File: config.mk
export PLATFORM = sky130hd
export DESIGN_NAME = io_port
export DESIGN_NICKNAME = d
export VERILOG_FILES = /design/src/rtl/io_port_pkg.sv /design/src/rtl/io_port_decode.sv /design/src/rtl/io_port_lines.sv /design/src/rtl/io_port_rdmux.sv /design/src/rtl/io_port.sv
export SDC_FILE = /design/constraint.sdc
export NUM_CORES = 1
export LEC_CHECK = 0
export ABC_AREA = 1
export BUFFER_PORTS_ARGS = -buffer_cell sky130_fd_sc_hd__buf_2
export CAP_MARGIN = 0
export CELL_PAD_IN_SITES_DETAIL_PLACEMENT = 1
export CELL_PAD_IN_SITES_GLOBAL_PLACEMENT = 1
export CORE_MARGIN = 5
export CORE_UTILIZATION = 29
export CTS_BUF_LIST = sky130_fd_sc_hd__clkbuf_8
export CTS_CLUSTER_SIZE = 30
export DETAILED_ROUTE_END_ITERATION = 7
export HOLD_SLACK_MARGIN = 0.08
export PLACE_DENSITY_LB_ADDON = 0.1
export SKIP_LAST_GASP = 1
export SYNTH_ARGS = -nofsm -noshare
export SYNTH_HDL_FRONTEND = slang
export SYNTH_SLANG_ARGS = --single-unit
File: constraint.sdc
create_clock -name clk -period 1.6 [get_ports clk]
set_input_delay 0.32 -clock clk [delete_from_list [all_inputs] [get_ports clk]]
set_output_delay 0.32 -clock clk [all_outputs]
set_load 0.05 [all_outputs]
File: src/rtl/io_port_pkg.sv
package io_port_pkg;

    localparam int WORD_W = 12;
    localparam int BYTE_W = 8;

    typedef enum logic [1:0] {
        ST_IDLE,
        ST_LCD_STROBE,
        ST_FIELD_REQ
    } io_state_e;

    typedef enum logic [1:0] {
        WK_NONE,
        WK_LCD,
        WK_I2C,
        WK_FIELD
    } wr_kind_e;

endpackage

File: src/rtl/io_port_decode.sv
module io_port_decode
    import io_port_pkg::*;
#(
    parameter int              ADDR_W  = 12,
    parameter logic [ADDR_W-1:0] IO_ADDR = '1
) (
    input  logic              wr,
    input  logic [ADDR_W-1:0] addr,
    input  logic [WORD_W-1:0] wdata,
    output logic              hit,
    output wr_kind_e          kind
);

    always_comb begin
        hit  = (addr == IO_ADDR);
        kind = WK_NONE;
        if (wr && hit) begin
            unique case (wdata[WORD_W-1 -: 2])
                2'b00:   kind = wdata[WORD_W-3] ? WK_NONE : WK_LCD;
                2'b01:   kind = WK_NONE;
                2'b10:   kind = WK_I2C;
                2'b11:   kind = WK_FIELD;
                default: kind = WK_NONE;
            endcase
        end
    end

endmodule

File: src/rtl/io_port_lines.sv
module io_port_lines #(
    parameter int NLINES = 2
) (
    input  logic              clk,
    input  logic              rst_n,
    input  logic              upd,
    input  logic [NLINES-1:0] level,
    output logic [NLINES-1:0] pull_low
);

    for (genvar g = 0; g < NLINES; g++) begin : g_line
        logic line_q;

        always_ff @(posedge clk or negedge rst_n) begin
            if (!rst_n) begin
                line_q <= 1'b1;
            end else if (upd) begin
                line_q <= level[g];
            end
        end

        assign pull_low[g] = ~line_q;
    end

endmodule

File: src/rtl/io_port_rdmux.sv
module io_port_rdmux
    import io_port_pkg::*;
#(
    parameter int BTN_N = 5
) (
    input  logic              sel,
    input  logic              scl_sense,
    input  logic              sda_sense,
    input  logic [BTN_N-1:0]  btn_n,
    output logic [WORD_W-1:0] rdata
);

    localparam int PAD_W = WORD_W - 4 - BTN_N;

    always_comb begin
        if (sel) begin
            rdata = {2'b11, scl_sense, sda_sense, {PAD_W{1'b1}}, btn_n};
        end else begin
            rdata = '0;
        end
    end

endmodule

File: src/rtl/io_port.sv
module io_port
    import io_port_pkg::*;
#(
    parameter int                ADDR_W  = 12,
    parameter logic [ADDR_W-1:0] IO_ADDR = 12'hFFF,
    parameter int                BTN_N   = 5
) (
    input  logic              clk,
    input  logic              rst_n,
    input  logic [ADDR_W-1:0] bus_addr,
    input  logic              bus_wr,
    input  logic [WORD_W-1:0] bus_wdata,
    input  logic              bus_rd,
    output logic [WORD_W-1:0] bus_rdata,
    output logic [BYTE_W-1:0] lcd_byte,
    output logic              lcd_cmd,
    output logic              lcd_strobe,
    output logic              scl_pull_low,
    output logic              sda_pull_low,
    input  logic              scl_sense,
    input  logic              sda_sense,
    input  logic [BTN_N-1:0]  btn_n,
    output logic              field_req,
    output logic [BYTE_W-1:0] field_val
);

    localparam int SEL_BIT = BYTE_W;
    localparam int SCL_BIT = BYTE_W + 1;

    logic      hit;
    wr_kind_e  kind;
    io_state_e state_q, state_d;
    logic [1:0] pull_low;

    io_port_decode #(
        .ADDR_W (ADDR_W),
        .IO_ADDR(IO_ADDR)
    ) u_decode (
        .wr   (bus_wr),
        .addr (bus_addr),
        .wdata(bus_wdata),
        .hit  (hit),
        .kind (kind)
    );

    // Next state: go_lcd, go_field, or go_idle from any state.
    always_comb begin
        unique case (kind)
            WK_LCD:   state_d = ST_LCD_STROBE;
            WK_FIELD: state_d = ST_FIELD_REQ;
            default:  state_d = ST_IDLE;
        endcase
    end

    always_ff @(posedge clk or negedge rst_n) begin
        if (!rst_n) begin
            state_q <= ST_IDLE;
        end else begin
            state_q <= state_d;
        end
    end

    // Payload registers captured alongside the transition.
    always_ff @(posedge clk or negedge rst_n) begin
        if (!rst_n) begin
            lcd_byte  <= '0;
            lcd_cmd   <= 1'b0;
            field_val <= '0;
        end else begin
            if (kind == WK_LCD) begin
                lcd_byte <= bus_wdata[BYTE_W-1:0];
                lcd_cmd  <= bus_wdata[SEL_BIT];
            end
            if (kind == WK_FIELD) begin
                field_val <= bus_wdata[BYTE_W-1:0];
            end
        end
    end

    // Pulse outputs decoded from the state.
    always_comb begin
        lcd_strobe = 1'b0;
        field_req  = 1'b0;
        unique case (state_q)
            ST_IDLE:       ;
            ST_LCD_STROBE: lcd_strobe = 1'b1;
            ST_FIELD_REQ:  field_req  = 1'b1;
            default:       ;
        endcase
    end

    io_port_lines #(
        .NLINES(2)
    ) u_lines (
        .clk     (clk),
        .rst_n   (rst_n),
        .upd     (kind == WK_I2C),
        .level   (bus_wdata[SCL_BIT:SEL_BIT]),
        .pull_low(pull_low)
    );

    assign scl_pull_low = pull_low[1];
    assign sda_pull_low = pull_low[0];

    io_port_rdmux #(
        .BTN_N(BTN_N)
    ) u_rdmux (
        .sel      (bus_rd && hit),
        .scl_sense(scl_sense),
        .sda_sense(sda_sense),
        .btn_n    (btn_n),
        .rdata    (bus_rdata)
    );

endmodule

# == Yosys cells after proc, flatten, opt, wreduce, memory -nomap -nowiden ==
# Cells that the tools add are included.
# op_classes
addsub,0
mul,0
div_mod_pow,0
n_lt_le_gt_ge,0
n_eq_ne,9
shift,0
mux,7
n_bitwise,2
reduce_logical,3
# ops
cell,count
"12-bit == test, second input constant",1
12-bit 2-to-1 mux,1
"2-bit == test, second input constant",5
2-bit case mux with 4 select lines,1
"2-bit by 1-bit == test with 1-bit output, second input constant",3
2-bit case mux with 2 select lines,1
1-bit 2-to-1 mux,3
1-bit logical AND,2
2-bit zero test,1
2-bit 2-to-1 mux,1
1-bit NOT,2
# totals
reg_bits,21
latch_bits,0
ram_bits,0
romBits,0
out_inout_bits,33
wordCells,27
mem_count,0

# == Depth between registers and ports, before layout ==
# logic_depth
ltp_word,5
depth_mapped,8
mapped_depth_nobuf,7

# == Modules after synthesis ==
# Synthesis repeated with hierarchy kept, for this count alone.
# unflattened
cells_unflattened,132
hier_area_um2,1021.0
# by_module_without_submodules
mod,instances,cells_per_inst,area_per_inst_um2,seq_area_each_um2
io_port,1,86,773.2,475.5
io_port_rdmux,1,19,90.1,0.0
io_port_lines,1,11,86.3,52.6
io_port_decode,1,16,71.3,0.0

# == Worst setup path before layout ==
# Ideal clock, no wire load.
# synth_path
path_kind,input-to-output
startpoint,input bus_addr[7]
endpoint,output bus_rdata[0]
arrival_ns,1.549
path_slack_ns,-0.269
cell_stages,6
path_cell_list,nand2_1 -> nor2_1 -> nand2_1 -> nor2_4 -> nand2_1 -> nor2_1
# synth_between
elab_chain_cells,3
# synth_lines
element,line,source
"start, declared",io_port.sv:10,"input logic [ADDR_W-1:0] bus_addr,"
12-bit == test,io_port_decode.sv:15,hit = (addr == IO_ADDR);
1-bit logical AND,io_port.sv:108,".sel (bus_rd && hit),"
12-bit 2-to-1 mux,io_port_rdmux.sv:16,if (sel) begin
"end, declared",io_port.sv:14,"output logic [WORD_W-1:0] bus_rdata,"
# No other way between the ends.

# == Worst setup path after layout ==
# layout_path
startpoint,input bus_addr[8]
endpoint,output bus_rdata[9]
# The elaborated chain is that of the path after synthesis.

==> results.md <==
- The flop and latch count out of synthesis is 21.
- Walking the worst path, the cells encountered are buf_6, nand2_2, nor2_2, nand2_2, nor2_4, nand2_8, nor2_4, buf_8.
- Dividing the detail-routed via count by the number of cells gives 4.455.
- The area enclosed by the die boundary is around 0.0050 sq mm.
- The area growth from synthesis to layout is 57.90%.
- The largest delay contributor family on the critical path is simple AND/OR/NAND/NOR gates.
- The number of antenna violations at the first check in global routing is 0.
- The number of instances in the placed design is 236.
- The cell type with the largest total area after synthesis is sky130_fd_sc_hd__dfrtp_1.
- STA puts the critical path data required time at about 1.3 ns.
- The die extent in y is just over 70 microns.
- The measured slew at the worst slew-check pin is between 0.4 and 0.5 ns.
- The longest individual stage delay on the worst path is approximately 0.17 ns.
- The worst setup path is captured at a primary output.
- The final layout net count is 230.
- The total global-route track usage is 0.1286.
- The number of buffers inserted during clock tree synthesis is 3.
- After synthesis, the netlist uses 15 different library cells.
- In the final routed layout, each cell accounts on average for approximately 13 microns.
- The startpoint identified for the worst hold timing path is bus_wdata[8].
- By area the synthesized netlist is led by sky130_fd_sc_hd__dfrtp_1 (45%), sky130_fd_sc_hd__nand2_1 (16%), sky130_fd_sc_hd__nand4_1 (12%).
- The worst hold path belongs to the class in -> reg.
- The synthesized net count is 163.
- The highest ir drop seen on vdd is about 0.3 mV.
- For this design, the slowest cell found on the critical path is sky130_fd_sc_hd__nor2_4.
- For this design the ratio of total power to cell area is between 500 and 600 mW/mm^2.
- The cell sitting at the root of the clock tree is a sky130_fd_sc_hd__clkbuf_8.
- The number of standard-cell rows in the floorplan is 22.
- The share of the Yosys chip area taken by registers is 0.4976.
- For this design, the sink count on the clock tree is 21.
- The worst hold path depth is 3.
- The pin count of the biggest net entering global routing is 23.
- After detailed routing, the wire length on met1 is around 1300 microns.
- The antenna cell count is 0.
- Setup violations remaining at the end of the flow were counted as 0.
- The count of flip-flops with a built-in enable after synthesis is 0.
- For the worst-skew pair, the clock arrives at the later sink with an insertion delay of roughly 0.25 ns.
- The number of levels the H-tree was split into is 1.
- The mean instance size in the synthesized netlist is roughly 8.3 sq um.
- The iteration count of the initial detailed-routing pass is 4.
- The worst setup path is launched from a primary input.
- The via count of the first global-routing pass came to about 1200.
- In this run the worst path has a maximum fanout of 8.
- The critical path contains buffers and inverters numbering 2 combined.
- Synthesis handed over a netlist of ~130 instances.
- The path with the worst hold slack has its endpoint at u_lines.g_line[0].line_q$_DFFE_PN1N_.
- The width of the die is ~70 microns.
- The launch point of the worst reg-to-reg path is u_lines.g_line[1].line_q$_DFFE_PN1N_.
- Based on the critical path, the design can be clocked at up to roughly 650 MHz.
- Data on the critical path arrives at its endpoint at approximately 1.2 ns.
- In this run the tool buffered the top-level ports with 67 buffer cells.
- Summed over all failing endpoints, the final setup total negative slack is 0 ns.
- The global-route wire length before repair is between 5000 and 6000 microns.
- The minimum clock period after layout is roughly 1.5 ns.
- For this run, the leading register cell type out of synthesis is sky130_fd_sc_hd__dfrtp_1.
- The run finished with clean final reports.
- The final number of hold-violating endpoints is 0.
- The number of warnings reported in the yosys synthesis log is 0.
- The setup check on the worst reg-to-reg path leaves a slack of ~0.9 ns.
- The proportion of synthesized flip-flops having asynchronous set or reset is 1.000.
- The total core area is between 0.003 and 0.004 sq mm.
- The worst hold margin is a little over 0.3 ns.
- Measured against its own limit, the worst slew margin works out to 0.6954.
- The count of final max-slew check failures came to 0.
- The final period utilization is 0.9545.
- The first routing iteration left 67 violations.
- After detailed routing, the number of remaining DRC violations is 0.
- Across the routed clock network, the largest skew measured is 0 ns.
- The HPWL after detailed placement is 2497 microns.
- For this configuration, the core starts out at a cell density of 0.2942.
- The combined area of all synthesized cells is 0.001061 sq mm.
- The library cell with the highest instance count after synthesis is sky130_fd_sc_hd__nand2_1.
- Ranked by instance count, the synthesized netlist is headed by sky130_fd_sc_hd__nand2_1 (45), sky130_fd_sc_hd__nand4_1 (20), sky130_fd_sc_hd__dfrtp_1 (19), sky130_fd_sc_hd__inv_1 (15), sky130_fd_sc_hd__nor2_1 (12).
- The total detailed-routing wirelength is 3168 microns.
- The buffer levels on the longest clock path is 2.
- The top-area cell type share of the netlist area is 0.4481.
- The layout has between 400 and 500 filler cells.
- In the detailed route, the total length drawn on met3 is between 300 and 400 microns.
- The via total after detailed routing is between 1000 and 1500.
- The global placement routability congestion is between 0.6 and 0.7.
- The number of maximum-capacitance violations is 0.
- The share of cells above drive strength 1 is 0.4845.
- Global routing finished with a remaining overflow of 0.
- The CTS tree is done.
- Wire segments on met2 add up to around 1500 microns in the final route.
- The logic depth of the worst register-to-register path is 2.
- The finished layout holds about 240 standard cells, fillers aside.
- The number of nets still failing antenna checks after routing is 0.
- For this design the top-level I/O count stands at 68.
- The worst setup path is of the in -> out kind.
- The clock slew at the register clock pins of the worst setup and hold paths is around 0.07 ns.
- Summed over all cells, the static leakage comes to between 0.9 and 1 nW.
- The endpoint identified for the worst register-to-register timing path is u_lines.g_line[1].line_q$_DFFE_PN1N_.
- After detailed routing, no signal wire sits above met4.
how the worst max path moves through the flow:
| stage | end | slack, ns | cells past startpoint | startpoint |
|---|---|---|---|---|
| floorplan | bus_rdata[10] | 0.03 | 7 | bus_addr[7] |
| detailed placement | bus_rdata[11] | -0.06 | 8 | bus_addr[7] |
| CTS | bus_rdata[11] | -0.06 | 8 | bus_addr[7] |
| global placement | bus_rdata[10] | -0.01 | 8 | bus_addr[10] |
| global route | bus_rdata[4] | -0.009 | 8 | bus_addr[7] |
| finish | bus_rdata[9] | 0.07 | 8 | bus_addr[8] |
cell type report:
type                       instances  area [sq um]  area share
clock buffer                       3         41.29     0.02465
clock inverter                     1         3.754    0.002240
inverter                          16         65.06     0.03883
multi-input combinational         82         485.5      0.2898
sequential                        21         528.0      0.3152
tap                               48         60.06     0.03585
timing repair buffer              71         491.7      0.2935
logic make-up (layout without fill, tap and decap cells):
family / count (synthesis) / after routing / synth area share
DFF: 21 / 21 / 0.4976
buffers and inverters: 25 / 91 / 0.1214
and+or+nand+nor: 82 / 82 / 0.3809
power breakdown:
part | switching, mW | internal, mW
sequential | 0.000240 | 0.531
combinational | 0.0623 | 0.0483
clock | 0.161 | 0.170
through the flow:
stage	util	worst slack [ns]	instance area [sq um]	total power, mW
after floorplan	-	0.02619	1121	0.5716
after CTS	0.4230	-0.05951	1525	0.9724
after detailed placement	0.4056	-0.05770	1463	0.6378
final	0.4646	0.07279	1675	0.9735
after global routing	0.4646	-0.009495	1675	1.022
after global placement	0.4056	-0.01072	1463	0.6339
sequential cells by signal (all words and copies together), names as in the netlist:
register               flops
field_val                  8
lcd_byte                   8
state_q                    2
u_lines.g_line.line_q      2
lcd_cmd                    1
placed cells by master (no fill, tap or decap):
| cell type | Yosys | routed |
|---|---|---|
| sky130_fd_sc_hd__buf_2 | 1 | 49 |
| sky130_fd_sc_hd__buf_4 | 5 | 3 |
| sky130_fd_sc_hd__buf_6 | 2 | 15 |
| sky130_fd_sc_hd__buf_8 | 0 | 3 |
| sky130_fd_sc_hd__clkbuf_8 | 0 | 3 |
| sky130_fd_sc_hd__clkinv_1 | 1 | 1 |
| sky130_fd_sc_hd__dfrtp_1 | 19 | 19 |
| sky130_fd_sc_hd__dfstp_2 | 2 | 2 |
| sky130_fd_sc_hd__dlygate4sd3_1 | 0 | 1 |
| sky130_fd_sc_hd__inv_1 | 15 | 15 |
| sky130_fd_sc_hd__inv_6 | 0 | 1 |
| sky130_fd_sc_hd__nand2_1 | 45 | 41 |
| sky130_fd_sc_hd__nand2_2 | 0 | 3 |
| sky130_fd_sc_hd__nand2_8 | 0 | 1 |
| sky130_fd_sc_hd__nand3_2 | 2 | 2 |
| sky130_fd_sc_hd__nand3_4 | 1 | 1 |
| sky130_fd_sc_hd__nand4_1 | 20 | 20 |
| sky130_fd_sc_hd__nor2_1 | 12 | 3 |
| sky130_fd_sc_hd__nor2_2 | 0 | 2 |
| sky130_fd_sc_hd__nor2_4 | 1 | 8 |
| sky130_fd_sc_hd__nor3_4 | 1 | 1 |
per-layer routing:
metal / vias up / GRT usage
li1: 541 / -
met1: 485 / 0.1475
met2: 50 / 0.2152
met3: 2 / 0.04748
met4: 0 / 0.05106
met5: - / 0
worst min-delay path: stages:
cell and delay, ns:
sky130_fd_sc_hd__buf_2 0.11, sky130_fd_sc_hd__nand4_1 0.09, sky130_fd_sc_hd__nand2_1 0.05
repair_timing:
action | 4_1_cts | 5_1_grt
endpoints found under the setup margin | 8 | 12
hold buffers | 1 | 0
gates cloned | 0 | 0
gates resized for setup | 3 | 48
buffers inserted | 0 | 1
pin swaps | 0 | 10
hold endpoints to repair | 19 | 0
Note: power is estimated with default switching activity, not from simulation.
